--- config.mk ---
export PLATFORM = sky130hd
export DESIGN_NAME = buck_seq_ctrl
export DESIGN_NICKNAME = d
export VERILOG_FILES = /design/src/rtl/buck_seq_pkg.sv /design/src/rtl/buck_seq_timer.sv /design/src/rtl/buck_seq_edge.sv /design/src/rtl/buck_seq_ctrl.sv
export SDC_FILE = /design/constraint.sdc
export NUM_CORES = 1
export LEC_CHECK = 0
export BUFFER_PORTS_ARGS = -buffer_cell sky130_fd_sc_hd__buf_2
export CELL_PAD_IN_SITES_DETAIL_PLACEMENT = 0
export CELL_PAD_IN_SITES_GLOBAL_PLACEMENT = 1
export CORE_UTILIZATION = 35
export DETAILED_ROUTE_END_ITERATION = 12
export PLACE_DENSITY_LB_ADDON = 0.05
export SETUP_SLACK_MARGIN = 0.5
export SYNTH_ARGS = -nofsm -noshare
export SYNTH_HDL_FRONTEND = slang
export SYNTH_HIERARCHICAL = 1
export SYNTH_SLANG_ARGS = --single-unit
--- constraint.sdc ---
create_clock -name clk -period 2.9 [get_ports clk]
set_input_delay 0.145 -clock clk [delete_from_list [all_inputs] [get_ports clk]]
set_output_delay 0.145 -clock clk [all_outputs]
set_load 0.005 [all_outputs]
--- src/rtl/buck_seq_pkg.sv ---
package buck_seq_pkg;

    typedef enum logic [2:0] {
        ST_IDLE   = 3'd0,
        ST_HIGH   = 3'd1,
        ST_GAP_HL = 3'd2,
        ST_LOW    = 3'd3,
        ST_GAP_LH = 3'd4
    } seq_state_t;

    typedef struct packed {
        seq_state_t state;
        logic       mode;   // captured mode: 1 PWM, 0 pulsed
        logic       pend;   // PWM cycle edge waiting for the dead gap to end
    } seq_regs_t;

endpackage

--- src/rtl/buck_seq_timer.sv ---
module buck_seq_timer #(
    parameter int W = 4
) (
    input  logic         clk,
    input  logic         rst_n,
    input  logic         load,
    input  logic [W-1:0] load_val,
    output logic         done
);
    logic [W-1:0] cnt_d, cnt_q;

    always_comb begin
        if (load)
            cnt_d = load_val;
        else if (cnt_q != '0)
            cnt_d = cnt_q - 1'b1;
        else
            cnt_d = cnt_q;
    end

    always_ff @(posedge clk or negedge rst_n) begin
        if (!rst_n) cnt_q <= '0;
        else        cnt_q <= cnt_d;
    end

    assign done = (cnt_q == '0);
endmodule

--- src/rtl/buck_seq_edge.sv ---
module buck_seq_edge (
    input  logic clk,
    input  logic rst_n,
    input  logic lvl,
    output logic rise
);
    logic lvl_d, lvl_q;

    always_comb lvl_d = lvl;

    always_ff @(posedge clk or negedge rst_n) begin
        if (!rst_n) lvl_q <= 1'b0;
        else        lvl_q <= lvl_d;
    end

    assign rise = lvl & ~lvl_q;
endmodule

--- src/rtl/buck_seq_ctrl.sv ---
module buck_seq_ctrl
    import buck_seq_pkg::*;
#(
    parameter int DEAD_CYC   = 4,
    parameter int MIN_ON_CYC = 8
) (
    input  logic clk,
    input  logic rst_n,
    input  logic en,
    input  logic mode_pwm,
    input  logic cyc_clk,
    input  logic fb_low,
    input  logic pwm_trip,
    input  logic ilim,
    input  logic zcross,
    input  logic ovp,
    output logic hs_on,
    output logic ls_on,
    output logic ilim_sel
);
    localparam int DEAD_W = $clog2(DEAD_CYC + 1);
    localparam int MIN_W  = $clog2(MIN_ON_CYC + 1);
    localparam logic [DEAD_W-1:0] DEAD_LOAD = DEAD_W'(DEAD_CYC - 1);
    localparam logic [MIN_W-1:0]  MIN_LOAD  = MIN_W'(MIN_ON_CYC - 1);

    seq_regs_t d, q;
    logic      rise, min_done, dead_done, min_load, dead_load, end_req, tail_go;

    buck_seq_edge u_edge (
        .clk (clk), .rst_n (rst_n), .lvl (cyc_clk), .rise (rise)
    );

    buck_seq_timer #(.W(MIN_W)) u_min_on (
        .clk (clk), .rst_n (rst_n), .load (min_load),
        .load_val (MIN_LOAD), .done (min_done)
    );

    buck_seq_timer #(.W(DEAD_W)) u_dead (
        .clk (clk), .rst_n (rst_n), .load (dead_load),
        .load_val (DEAD_LOAD), .done (dead_done)
    );

    always_comb begin
        d         = q;
        min_load  = 1'b0;
        dead_load = 1'b0;
        end_req   = ilim || (q.mode && (pwm_trip || ovp));
        tail_go   = q.mode ? ((q.pend || rise) && !ovp) : fb_low;
        case (q.state)
            ST_IDLE: begin
                d.mode = mode_pwm;
                d.pend = 1'b0;
                if (mode_pwm ? (rise && !ovp) : fb_low) begin
                    d.state  = ST_HIGH;
                    min_load = 1'b1;
                end
            end
            ST_HIGH: begin
                if (min_done && end_req) begin
                    d.state   = ST_GAP_HL;
                    dead_load = 1'b1;
                end
            end
            ST_GAP_HL: begin
                if (dead_done) d.state = ST_LOW;
            end
            ST_LOW: begin
                if (q.mode && rise) begin
                    d.state   = ST_GAP_LH;
                    d.pend    = 1'b1;
                    dead_load = 1'b1;
                end else if (zcross) begin
                    d.state   = ST_GAP_LH;
                    dead_load = 1'b1;
                end
            end
            ST_GAP_LH: begin
                if (q.mode && rise) d.pend = 1'b1;
                if (dead_done) begin
                    d.pend = 1'b0;
                    if (tail_go) begin
                        d.state  = ST_HIGH;
                        min_load = 1'b1;
                    end else begin
                        d.state = ST_IDLE;
                    end
                end
            end
            default: d.state = ST_IDLE;
        endcase
        if (!en) begin
            d.state = ST_IDLE;
            d.pend  = 1'b0;
        end
    end

    always_ff @(posedge clk or negedge rst_n) begin
        if (!rst_n) q <= '{state: ST_IDLE, mode: 1'b0, pend: 1'b0};
        else        q <= d;
    end

    assign hs_on    = (q.state == ST_HIGH);
    assign ls_on    = (q.state == ST_LOW);
    assign ilim_sel = q.mode;

    // Observation counters for the timing properties below.
    logic [MIN_W-1:0]  on_cnt_q;
    logic [DEAD_W-1:0] gap_q;

    always_ff @(posedge clk or negedge rst_n) begin
        if (!rst_n) begin
            on_cnt_q <= '0;
            gap_q    <= '0;
        end else begin
            if (!hs_on)                             on_cnt_q <= '0;
            else if (on_cnt_q != MIN_W'(MIN_ON_CYC)) on_cnt_q <= on_cnt_q + 1'b1;
            if (hs_on || ls_on)                     gap_q <= '0;
            else if (gap_q != DEAD_W'(DEAD_CYC))    gap_q <= gap_q + 1'b1;
        end
    end

    p_no_overlap_r2: assert property (@(posedge clk) disable iff (!rst_n)
        !(hs_on && ls_on));

    p_dead_gap_r2: assert property (@(posedge clk) disable iff (!rst_n)
        $rose(ls_on) |-> gap_q >= DEAD_W'(DEAD_CYC));

    p_min_on_r9: assert property (@(posedge clk) disable iff (!rst_n)
        $fell(hs_on) && $past(en) |-> on_cnt_q >= MIN_W'(MIN_ON_CYC));

    p_disable_off_r11: assert property (@(posedge clk) disable iff (!rst_n)
        !en |=> !hs_on && !ls_on);

    p_ovp_block_r8: assert property (@(posedge clk) disable iff (!rst_n)
        !hs_on && ovp && ilim_sel && mode_pwm |=> !hs_on);

    p_mode_hold_r12: assert property (@(posedge clk) disable iff (!rst_n)
        $past(hs_on || ls_on) && (hs_on || ls_on) |-> $stable(ilim_sel));
endmodule

==> metrics.md <==
| Metric | Value |
|---|---|
| Antenna Cells | 0 |
| Total vias in the final route | 718 |
| Syn avg cell area | 9.03 um2 |
| Ranking of synthesized cells by area | dfrtp_1 38%, nor2b_1 5.8%, ha_1 4.4% |
| Layout area overhead | 17.6% |
| Final Worst Setup Slack | 779 ps |
| Antenna violations before repair | 0 |
| Worst hold path type | input port to flop |
| Power per cell area | 708 nW/um2 |
| TritonCTS clock tree | built |
| Worst-margin pin slew | 517 ps |
| Register area share after synthesis | 0.379 |
| Leakage | 0.472 nW |
| Ys Warns | 6 |
| Synth unique cells | 36 |
| DRT iter0 DRCs | 10 |
| CP required | 3070 ps |
| Status | finished, final reports clean |
| Clk root buf | clkbuf_4 |
| CTS clk-pin slew, worst paths | 80 ps |
| FF-to-FF setup slack | 780 ps |
| # port buffers | 12 |
| Share of post-route cells with drive strength above 1 | 0.183 |
| Switching Share | 0.369 |
| Synth Cell Area | 858 um2 |
| Crit path capture type | flop |
| CP endpoint | u_min_on/cnt_q[3] |
| Max-Cap Viols | 0 |
| Post-route ant nets | 0 |
| # DRC | 0 |
| Setup Fix Bufs, Post-CTS | 0 |
| P_sw | 0.263 mW |
| Worst-path maximum fanout | 8 |
| Vias per cell | 5.02 |
| Setup violations, final | 0 |
| Crit-path slowest cell | dfrtp_1 |
| Core area | 2250 um2 |
| CP Cell Sequence | inv_1 -> ha_1 -> nand2b_1 -> inv_1 -> nand2_1 -> o22a_1 -> nor2_1 -> nor3_1 -> a221o_1 |
| Average wire per standard cell | 11.5 um |
| Die Span X | 51.5 um |
| Num Clock Sinks | 13 |
| Fin crit period | 2120 ps |
| Fillers | 227 |
| Worst setup SP type | flop |
| Highest clock rate | 471 MHz |
| Routed wire length | 1650 um |
| Post-place setup slack | 672 ps |
| GR Util All Layers | 0.145 |
| Final Power | 0.714 mW |
| Area share of the largest cell type after synthesis | 0.379 |
| Max-slew headroom at the worst pin | 0.654 |
| Final #Nets | 129 |
| Clk buf depth | 2 |
| HPWL Detailed | 1280 um |
| Site Rows | 17 |
| GR Overflow Total | 0 |
| Final hold vios | 0 |
| Fin. max-slew vios | 0 |
| Num CTS Buffers | 3 |
| Type of the worst setup path | flop to flop |
| Max IR drop VDD | 0.334 mV |
| Part of the power in registers | 0.412 |
| Final Cycle Share | 0.731 |
| Starting Density | 0.381 |
| R2r worst-path depth | 9 |
| Reg2reg start | u_dead/cnt_q[0] |
| Synthesis-stage register bit count | 13 |
| Reg2reg end | u_min_on/cnt_q[3] |
| Area post-placement | 958 um2 |
| Comb pwr share | 0.429 |
| GP Congestion | 0.794 |
| RSZ-0062 raised after global routing | no |
| Mapped Cells | 95 |
| IO Count | 13 |
| Number of global-route vias before repair | 670 |
| CTS H-tree depth | 1 |
| Clk_skew | 4.01 ps |
| Critical path arrival | 2290 ps |
| Worst-Skew Late Latency | 280 ps |
| CP startpoint | u_dead/cnt_q[0] |
| Design area | 1010 um2 |
| CP most frequent cell | inv_1 |
| CP peak stage delay | 410 ps |
| Height of the die | 51.5 um |
| 1st-pass router iterations | 4 |
| First-pass GRT wire length | 2820 um |
| Internal cell power | 0.451 mW |
| Largest area contributor in the netlist | dfrtp_1 |
| Die ar. | 2650 um2 |
| Pin count of the biggest net entering global routing | 14 |
| Clock share of power | 0.158 |
| Final setup TNS | 0 ps |
[synth_stat cells]
master,count
or4_1,1
o21ai_0,5
nor3_1,4
and3b_1,1
buf_2,2
xnor2_1,2
inv_1,10
or2b_1,1
or3b_1,1
nor2b_4,1
o31ai_1,1
nand2b_1,1
a21oi_1,4
clkbuf_1,1
o21ai_1,2
or2_1,1
a221oi_1,1
nor2b_1,8
nor4b_1,2
conb_1,2
a31oi_1,4
a221o_1,1
o21a_1,1
o311a_1,1
nor2_1,5
dfrtp_1,13
nand2_1,4
or2_0,1
ha_1,3
mux2_2,2
nor3b_1,2
o22a_1,1
a311oi_1,1
nor3b_4,1
mux2i_1,2
nand3b_1,2
[cell type report]
class                      count  area, um2  share of cell area
sequential                    13        325               0.322
inverter                      10       37.5              0.0372
clock buffer                   3       22.5              0.0223
tap                           28       35.0              0.0347
multi-input combinational     74        504               0.499
timing repair buffer          14       80.1              0.0793
clock inverter                 1       5.00             0.00496
[per-stage QoR]
stage               std cells  utilization  hold slack [ps]
global placement          137        0.425             51.4
finish                    143        0.448              126
detailed placement        137        0.425             53.3
global route              143        0.448              122
floorplan                 100            -             -151
CTS                       143        0.446              119
[routing by layer]
| metal | share of wire | up-vias | track usage |
|---|---|---|---|
| li1 | - | 363 | - |
| met1 | 0.49 | 337 | 0.184 |
| met2 | 0.46 | 16 | 0.223 |
| met3 | 0.043 | 2 | 0.0585 |
| met4 | 0.0079 | 0 | 0.0495 |
| met5 | 0 | - | 0 |
[power by group through the flow]
stage	clock, mW	sequential, mW	combinational, mW
floorplan	0	0.282	0.249
global placement	0	0.297	0.302
detailed placement	0	0.297	0.304
CTS	0.117	0.294	0.309
global route	0.125	0.304	0.352
finish	0.113	0.295	0.307
[critical path, delay by kind of cell (launching register included)]
| kind | cells | cell delay, ps |
|---|---|---|
| AOI/OAI and AO/OA | 2 | 490 |
| adders and majority gates | 1 | 190 |
| buffers and inverters | 2 | 220 |
| DFF | 1 | 410 |
| and+or+nand+nor | 4 | 690 |
[repair_timing]
item	in CTS	in global routing
setup endpoints to repair	0	2
resized for setup	0	2
hold buffers	2	0
endpoints found under the hold margin	14	0
[kinds of logic after synthesis]
logic type | synth area share
AO/OA/AOI/OAI | 0.165
XOR/XNOR | 0.0204
adder cells (fa/ha/maj) | 0.0437
buffers and inverters | 0.0598
flip-flops | 0.379
multiplexers | 0.0496
other | 0.00875
AND/OR/NAND/NOR | 0.274
[layout by cell type, fill, tap and decap left out, types with 3 or more instances in the layout]
| master | Yosys | layout |
|---|---|---|
| ha_1 | 3 | 3 |
| conb_1 | 2 | 7 |
| clkbuf_4 | 0 | 3 |
| a21oi_1 | 4 | 4 |
| nor3_1 | 4 | 4 |
| a31oi_1 | 4 | 4 |
| buf_2 | 2 | 12 |
| nand2_1 | 4 | 4 |
| inv_1 | 10 | 10 |
| nor2b_1 | 8 | 8 |
| dfrtp_1 | 13 | 13 |
| nor2_1 | 5 | 5 |
| o21ai_0 | 5 | 4 |
[state kept, by name, summed over array words and instances (netlist names)]
name            flops
ilim_sel            1
q                   4
u_edge/lvl_q        1
u_min_on/cnt_q      4
u_dead/cnt_q        3
[worst min path at each step]
stage / start / endpoint / cells after the start
2_1_floorplan: rst_n / ilim_sel / 0
5_1_grt: en / q[2] / 2
6_report: en / q[2] / 2
3_5_place_dp: rst_n / u_dead/cnt_q[1] / 1
3_3_place_gp: rst_n / u_dead/cnt_q[1] / 1
4_1_cts: en / q[2] / 2
Note: power is estimated with default switching activity, not from simulation.
